**src/rtl/bbsw_pkg.sv**
```systemverilog
package bbsw_pkg;

  // Flag positions inside the synchroniser vector
  localparam int FLAG_LOW    = 0;
  localparam int FLAG_BELOW  = 1;
  localparam int FLAG_BACKUP = 2;
  localparam int NUM_FLAGS   = 3;

  typedef enum logic [1:0] {
    SRC_MAIN  = 2'd0,
    GAP_TO_B  = 2'd1,
    SRC_BATT  = 2'd2,
    GAP_TO_M  = 2'd3
  } srcState_t;

  typedef struct packed {
    logic captureBackup;
    logic driveMain;
    logic driveBatt;
  } swStrobe_t;

endpackage

```
**src/rtl/bbsw_sync.sv**
```systemverilog
module bbsw_sync #(
  parameter int WIDTH = 3,
  parameter int STAGES = 2,
  parameter logic [WIDTH-1:0] RESET_VAL = '0
) (
  input  logic             clk,
  input  logic             rstN,
  input  logic [WIDTH-1:0] asyncIn,
  output logic [WIDTH-1:0] syncOut
);

  logic [WIDTH-1:0] chain [STAGES];

  generate
    for (genvar s = 0; s < STAGES; s++) begin : g_stage
      always_ff @(posedge clk or negedge rstN) begin
        if (!rstN) begin
          chain[s] <= RESET_VAL;
        end else if (s == 0) begin
          chain[s] <= asyncIn;
        end else begin
          chain[s] <= chain[(s == 0) ? 0 : s - 1];
        end
      end
    end
  endgenerate

  assign syncOut = chain[STAGES-1];

endmodule

```
**src/rtl/bbsw_ctrl.sv**
```systemverilog
module bbsw_ctrl
  import bbsw_pkg::*;
(
  input  logic      clk,
  input  logic      rstN,
  input  logic      lowSync,
  input  logic      belowSync,
  input  logic      heldBackup,
  output swStrobe_t strobe
);

  srcState_t state, stateNext;
  logic      lowPrev;
  logic      wantBatt;

  always_ff @(posedge clk or negedge rstN) begin
    if (!rstN) begin
      lowPrev <= 1'b0;
      state   <= SRC_MAIN;
    end else begin
      lowPrev <= lowSync;
      state   <= stateNext;
    end
  end

  assign wantBatt = belowSync && heldBackup;

  always_comb begin
    stateNext = state;
    unique case (state)
      SRC_MAIN: if (wantBatt)  stateNext = GAP_TO_B;
      GAP_TO_B: stateNext = wantBatt ? SRC_BATT : SRC_MAIN;
      SRC_BATT: if (!wantBatt) stateNext = GAP_TO_M;
      GAP_TO_M: stateNext = wantBatt ? SRC_BATT : SRC_MAIN;
      default:  stateNext = SRC_MAIN;
    endcase
  end

  always_comb begin
    strobe               = '0;
    strobe.captureBackup = lowSync && !lowPrev;
    strobe.driveMain     = (state == SRC_MAIN);
    strobe.driveBatt     = (state == SRC_BATT);
  end


  no_direct_swap_chk: assert property (@(posedge clk) disable iff (!rstN)
    (state == SRC_MAIN) |=> (state != SRC_BATT));


  no_direct_return_chk: assert property (@(posedge clk) disable iff (!rstN)
    (state == SRC_BATT) |=> (state != SRC_MAIN));

endmodule

```
**src/rtl/bbsw_dp.sv**
```systemverilog
module bbsw_dp
  import bbsw_pkg::*;
(
  input  logic      clk,
  input  logic      rstN,
  input  swStrobe_t strobe,
  input  logic      backupSync,
  input  logic      lowSync,
  input  logic      ceInN,
  output logic      heldBackup,
  output logic      mainSwEn,
  output logic      battSwEn,
  output logic      battOn,
  output logic      ceOutN
);

  always_ff @(posedge clk or negedge rstN) begin
    if (!rstN) begin
      heldBackup <= 1'b1;
      mainSwEn   <= 1'b1;
      battSwEn   <= 1'b0;
      battOn     <= 1'b0;
    end else begin
      if (strobe.captureBackup) heldBackup <= backupSync;
      mainSwEn <= strobe.driveMain;
      battSwEn <= strobe.driveBatt;
      battOn   <= strobe.driveBatt;
    end
  end

  assign ceOutN = ceInN | lowSync;


  no_overlap_chk: assert property (@(posedge clk) disable iff (!rstN)
    !(mainSwEn && battSwEn));


  batt_gap_chk: assert property (@(posedge clk) disable iff (!rstN)
    $rose(battSwEn) |-> !$past(mainSwEn));


  main_gap_chk: assert property (@(posedge clk) disable iff (!rstN)
    $rose(mainSwEn) |-> !$past(battSwEn));


  held_stable_chk: assert property (@(posedge clk) disable iff (!rstN)
    !strobe.captureBackup |=> $stable(heldBackup));


  batt_status_chk: assert property (@(posedge clk) disable iff (!rstN)
    battOn |-> battSwEn);

endmodule

```
**src/rtl/battery_backup_ctrl.sv**
```systemverilog
module battery_backup_ctrl
  import bbsw_pkg::*;
#(
  parameter int SYNC_STAGES = 2
) (
  input  logic clk,
  input  logic rstN,
  input  logic supplyLow,
  input  logic supplyBelowBatt,
  input  logic backupPin,
  input  logic backupDrive,
  input  logic ceInN,
  output logic ceOutN,
  output logic mainSwEn,
  output logic battSwEn,
  output logic battOn
);

  localparam logic [NUM_FLAGS-1:0] SYNC_RST = NUM_FLAGS'(1) << FLAG_BACKUP;

  logic [NUM_FLAGS-1:0] rawFlags, syncFlags;
  logic                 pinLevel;
  logic                 heldBackup;
  swStrobe_t            strobe;

  // an undriven pin reads high
  assign pinLevel = backupDrive ? backupPin : 1'b1;

  always_comb begin
    rawFlags              = '0;
    rawFlags[FLAG_LOW]    = supplyLow;
    rawFlags[FLAG_BELOW]  = supplyBelowBatt;
    rawFlags[FLAG_BACKUP] = pinLevel;
  end

  bbsw_sync #(
    .WIDTH(NUM_FLAGS), .STAGES(SYNC_STAGES), .RESET_VAL(SYNC_RST)
  ) u_sync (
    .clk(clk), .rstN(rstN), .asyncIn(rawFlags), .syncOut(syncFlags)
  );

  bbsw_ctrl u_ctrl (
    .clk(clk), .rstN(rstN),
    .lowSync(syncFlags[FLAG_LOW]),
    .belowSync(syncFlags[FLAG_BELOW]),
    .heldBackup(heldBackup),
    .strobe(strobe)
  );

  bbsw_dp u_dp (
    .clk(clk), .rstN(rstN), .strobe(strobe),
    .backupSync(syncFlags[FLAG_BACKUP]),
    .lowSync(syncFlags[FLAG_LOW]),
    .ceInN(ceInN),
    .heldBackup(heldBackup),
    .mainSwEn(mainSwEn), .battSwEn(battSwEn),
    .battOn(battOn), .ceOutN(ceOutN)
  );

endmodule

```
**config.mk**
```make
export PLATFORM = sky130hd
export DESIGN_NAME = battery_backup_ctrl
export DESIGN_NICKNAME = d
export VERILOG_FILES = /design/src/rtl/bbsw_pkg.sv /design/src/rtl/bbsw_sync.sv /design/src/rtl/bbsw_ctrl.sv /design/src/rtl/bbsw_dp.sv /design/src/rtl/battery_backup_ctrl.sv
export SDC_FILE = /design/constraint.sdc
export NUM_CORES = 1
export LEC_CHECK = 0
export BUFFER_PORTS_ARGS = -buffer_cell sky130_fd_sc_hd__buf_2
export CORE_AREA = 4 4 41 43
export CTS_BUF_LIST = sky130_fd_sc_hd__clkbuf_16
export CTS_CLUSTER_DIAMETER = 60
export DETAILED_ROUTE_END_ITERATION = 10
export DIE_AREA = 0 0 45 47
export HOLD_SLACK_MARGIN = 0.1
export SYNTH_ARGS = -nofsm -noshare
export SYNTH_HDL_FRONTEND = slang
export SYNTH_SLANG_ARGS = --single-unit
```
**constraint.sdc**
```tcl
create_clock -name clk -period 1 [get_ports clk]
set_clock_uncertainty 0.05 [all_clocks]
set_input_delay 0.2 -clock clk [delete_from_list [all_inputs] [get_ports clk]]
set_output_delay 0.2 -clock clk [all_outputs]
set_load 0.005 [all_outputs]
```
==> results of run 1 <==
## worst paths after layout
| check | endpoint | depth (start not counted) | slack [ns] |
|---|---|---|---|
| max | ceOutN | 2 | -0.19 |
| min | u_sync.chain[5] | 2 | 0.12 |
| max reg2reg | u_ctrl.state[0] | 2 | -0.04 |
| min reg2reg | u_sync.syncOut[1] | 0 | 0.29 |
| max in group asynchronous | u_dp.mainSwEn | 2 | 0.31 |
| min in group asynchronous | u_sync.chain[4] | 2 | 0.32 |
## flip-flops by register name, indices dropped and copies added (netlist names), named ones only
register	cells
u_dp.heldBackup	1
u_sync.syncOut	3
u_sync.chain	3
u_dp.mainSwEn	1
u_ctrl.lowPrev	1
u_ctrl.state	1
u_dp.battSwEn	1
## metal layers
| layer | GRT usage | up-vias | part of all wire |
|---|---|---|---|
| met5 | 0 | - | 0 |
| met4 | 0.07018 | 0 | 0 |
| met3 | 0.01149 | 0 | 0.060 |
| met2 | 0.1441 | 9 | 0.59 |
| met1 | 0.07674 | 115 | 0.35 |
| li1 | - | 105 | - |
## cell families (layout without fill, tap and decap cells)
| group | after synthesis | in the layout |
|---|---|---|
| flops | 12 | 12 |
| mux | 2 | 2 |
| buf+inv | 1 | 19 |
| simple gates | 6 | 6 |
| compound gates | 1 | 1 |
## stage by stage
| step | setup TNS [ns] | worst slack [ns] | util |
|---|---|---|---|
| floorplan | -0.02167 | -0.02167 | - |
| global placement | -0.03648 | -0.02327 | 0.3577 |
| detailed placement | -0.06754 | -0.03456 | 0.3577 |
| CTS | -0.3709 | -0.1996 | 0.4587 |
| global route | -0.4463 | -0.2262 | 0.4635 |
| finish | -0.3376 | -0.1859 | 0.4635 |
## cell usage after synthesis, drive strengths merged
cell	number
nor2	1
buf	1
nor2b	2
nand2b	1
mux2	2
a31o	1
nand2	1
or2	1
dfstp	4
dfrtp	8
## critical path, delay by kind of cell, from the launching register on
family,cells,cell delay (ns)
DFF,1,0.37
buffers and inverters,1,0.11
and+or+nand+nor,1,0.23
## power by group through the flow
stage	Sequential (mW)	Combinational, mW	Clock, mW
after floorplan	0.654	0.129	0
after global placement	0.646	0.202	0
after detailed placement	0.654	0.210	0
after CTS	0.648	0.230	0.714
after global routing	0.663	0.278	0.730
final	0.652	0.248	0.684
## layout make-up
class	instances	area share
clock buffer	3	0.1245
tap	15	0.03112
multi-input combinational	9	0.1432
timing repair buffer	16	0.1950
sequential	12	0.5062
## repair_timing
action,CTS,global route
setup buffers,1,0
resized for setup,2,1
hold endpoints to repair,15,0
hold buffers,4,0
pin swaps,1,0
setup endpoints to repair,3,4
==> impl_results.md, run 1 <==
- CTS tree: built
- Routability cong.: 0.6393
- Vias: about 230
- Worst min path class: in -> reg
- Fin crit share: 1.186
- Worst reg2reg path startpoint: u_dp.heldBackup
- Via-to-Cell Ratio: ~4.2
- Sw Share: 0.1897
- Final instance area: roughly 600 um2
- Top cells by area, synth: dfrtp_1, dfstp_2, mux2_4
- Peak Freq: 843.2 MHz
- First-pass GRT wire length: roughly 1200 um
- Max clock buf depth: 2
- Final WS setup: -0.1859 ns
- Status: finished with violations
- P_sw: 0.3004 mW
- Post-synth top area cell: dfrtp_1
- Worst-path clk slew: 0.04 ns
- Share of post-route cells with drive strength above 1: 0.6250
- Hold WS: 0.1155 ns
- Max Cap Viol: 0
- Fin crit period: about 1.2 ns
- Worst setup path category: reg -> out
- Total Power: approximately 1.6 mW
- TritonCTS Buffers: 3
- Max incr delay on CP: 0.37 ns
- YS warnings: 0
- Die width: 45 um
- Worst Tran Pin Value: 0.2570 ns
- Share of power burned in registers: 0.411
- Synth Area in Adders: 0
- Share of the synthesized area in the top cell type: 0.5079
- Cell Rows: 13
- Most frequent cells in the layout: dfrtp_1, buf_2, dlygate4sd3_1, dfstp_2, clkbuf_16
- Die Y: 47 um
- DR pass1 iterations: 1
- Clock sink total: 12
- Routed Antenna Nets: 0
- Drt wl/cell: approximately 11 um
- Placed instance count: 47
- Finish-stage setup viols: 4
- Crit path required time: ~0.75 ns
- Seq/Total Area, Yosys: 0.7746
- Mapped Area: 394.1 um2
- Largest family of logic cells by synthesized area: simple AND/OR/NAND/NOR gates
- Combinational power share: 0.157
- Initial Util: 0.3029
- Area growth syn-to-layout: 53.02%
- Post-synthesis mux area share: 0.07619
- Maximum vdd ir drop: 1.136 mV
- CORE AREA: 1301 um2
- DRC violations left: 0
- Failing checks: negative setup slack
- Slowest CP cell: dfrtp_1
- Antenna violations before repair: 0
- Total grt overflow: 0
- Area of the multi-input gates: 86.33 um2
- Fillers: 125
- Post-Synthesis Cells: 22
- Inserted Diodes: 0
- Critical path data arrival time: approximately 0.94 ns
- Compound-Gate Fraction of Synth Area: 0.02222
- Vias in the first global route: 298
- H-tree levels: 1
- Syn_nets: 29
- P per Cell Area: 2626 nW/um2
- Hold_sp: backupPin
- CTS root buf: clkbuf_16
- Yosys cell types: 11
- Startpoint types: flop
- Die Area: 2115 um2
- Detailed Route WL: 588 um
- Clock latency on the worst-skew pair: 0.23 ns
- RSZ-0062 raised after global routing: yes
- Syn Area/Cell: 17.91 um2
- Seq cells post-synth: 12
- Largest net degree at the start of global routing: 13
- Critical path launch point: u_sync.syncOut[0]
- Post-synthesis simple-gate area fraction: 0.1079
- # IOs: 11
- Clock power share: 0.432
- I/O Buffers: 10
- Max_slew headroom: 0.8286
- Non-Filler Instances: 55
- Final nets: 49
- XOR/XNOR share of the synthesized area: 0
- Power Internal: 1.283 mW
- Max-slew violation count: 0
- Critical Path End Type: primary output
- Area after DPL: between 400 and 500 um2
- Leak: 0.2871 nW
- Final Hold Viols: 0
- GRT Total Usage: 0.07884
- Maximum fanout along the worst path: 2
- CP cell instances: or2_4 > buf_6
- Detailed router's first-iteration violation count: 0
- FF/Latch Area: 305.3 um2
No activity file was read; power rests on OpenSTA's default activity.
==> run 2: changes to the inputs <==
Settings changed: PLACE_DENSITY set to 0.56.
Clock period 1 ns to 1.3 ns, I/O delays scaled along.
==> run 2 against run 1 <==
- the flow now finishes without violations
- sequential power is 24% lower
- register-to-register slack better by 0.27 ns
- setup slack better by 0.23 ns
==> impl_results.md, run 2 (synthesis results as in run 1) <==
- Status: finished, final reports clean
- Detailed Route WL: 556 um
- FF/Latch Area: 305.3 um2
- Antenna violations before repair: 0
- Via-to-Cell Ratio: 4.185
- Max_slew headroom: 0.8342
- Critical Path End Type: primary output
- Sw Share: 0.2010
- Vias: 226
- Detailed router's first-iteration violation count: 0
- Clock latency on the worst-skew pair: 0.24 ns
- Area after DPL: 455.4 um2
- Post-detail-place hpwl: 410.5 um
- Largest net degree at the start of global routing: 13
- Vias in the first global route: 260
- Max clock buf depth: 2
- H-tree levels: 1
- Initial Util: 0.3029
- P_sw: 0.2433 mW
- Routability cong.: approximately 0.6
- CORE AREA: 1301 um2
- Startpoint types: flop
- Power Internal: 0.9670 mW
- Final Hold Viols: 0
- TNS Setup: 0 ns
- Share of post-route cells with drive strength above 1: 0.5897
- Total Power: 1.210 mW
- Max incr delay on CP: 0.37 ns
- DRC violations left: 0
- Maximum fanout along the worst path: 2
- Crit path required time: 0.99 ns
- Fin crit share: 0.9686
- Peak Freq: 794.2 MHz
- Max-slew violation count: 0
- Slowest CP cell: dfrtp_1
- Maximum vdd ir drop: around 0.8 mV
- Area growth syn-to-layout: 47.30%
- Final Util: 0.4462
- CP cell instances: or2_4 > buf_6
- Most frequent cells in the layout: buf_2, dfrtp_1, dfstp_2
- CTS root buf: clkbuf_16
- Fillers: approximately 120
- Finish-stage setup viols: 0
- Worst Tran Pin Value: approximately 0.25 ns
- Most common cell after layout, fill and taps aside: buf_2
- Inserted Diodes: 0
- GRT Total Usage: 0.07544
- Leak: 0.2814 nW
- TritonCTS Buffers: 3
- Clock power share: 0.455
- Die Y: 47 um
- Area of the multi-input gates: approximately 84 um2
- # IOs: 11
- Worst-path clk slew: around 0.040 ns
- P per Cell Area: 2085 nW/um2
- Die Area: 2115 um2
- Final nets: 47
- CTS tree: built
- First-pass GRT wire length: 1000 um
- Hold WS: between 0.1 and 0.15 ns
- Total grt overflow: 0
- DR pass1 iterations: 1
- Final instance area: 580.6 um2
- Worst setup path category: reg -> out
- Fin crit period: 1.259 ns
- Die width: 45 um
- R2R setup slack: 0.23 ns
- Cell Rows: 13
- Critical path data arrival time: around 0.95 ns
- Routed Antenna Nets: 0
- Drt wl/cell: 10.30 um
- Worst min path class: in -> reg
- Clock sink total: 12
- Combinational power share: 0.135
- Max Cap Viol: 0
- RSZ-0062 raised after global routing: no
- Share of power burned in registers: 0.410
- I/O Buffers: 10
==> run 2: cell types whose count changed in the layout (fill, tap and decap cells not counted) <==
cell,before,now
buf_2,8,9
buf_4,2,1
buf_6,2,1
dlygate4sd3_1,4,3
inv_1,0,1
nand2_1,0,1
nand2_2,1,0
==> run 2: repair_timing <==
| action | in CTS | in global routing |
|---|---|---|
| hold buffers | 3 | 0 |
| resized for setup | 1 | 1 |
| endpoints found under the hold margin | 14 | 0 |
| endpoints found under the setup margin | 1 | 1 |
| pin swaps | 0 | 1 |
| buffers inserted | 1 | 0 |
==> run 2: per-stage QoR <==
stage	cells	worst slack [ns]
floorplan	22	0.2722
global placement	46	0.2226
detailed placement	46	0.1965
CTS	54	0.007486
global route	54	0.01933
finish	54	0.04084
==> run 2: cell type report <==
cell class,instances,area share
repair buffers,14,0.1616
flip-flops and latches,12,0.5259
well taps,15,0.03233
clock inverters,1,0.006466
multi-input cells,9,0.1444
clock buffers,3,0.1293
==> run 2: metal layers <==
metal,up-vias,track usage,routed length [um]
li1,102,-,-
met1,109,0.05952,159
met2,11,0.1271,299
met3,4,0.01149,58
met4,0,0.1228,38
met5,-,0,0
==> run 2: worst paths after layout <==
kind / start / to / depth (start not counted)
max reg2reg: u_dp.heldBackup / u_ctrl.state[0] / 2
min reg2reg: u_sync.chain[4] / u_sync.syncOut[1] / 0
max: u_sync.syncOut[0] / ceOutN / 2
max in group asynchronous: rstN / u_dp.heldBackup / 2
min: backupDrive / u_sync.chain[5] / 2
min in group asynchronous: rstN / u_sync.chain[4] / 2
==> run 2: critical path: cells and delay by family (launching register included) <==
family	cells	cell delay, ns
buf+inv	1	0.11
flops	1	0.37
simple gates	1	0.23
==> run 2: power by group through the flow <==
stage	registers [mW]	logic, mW	clock network, mW
floorplan	0.502	0.0989	0
global placement	0.497	0.147	0
detailed placement	0.504	0.153	0
CTS	0.499	0.164	0.560
global route	0.512	0.181	0.582
finish	0.497	0.163	0.551
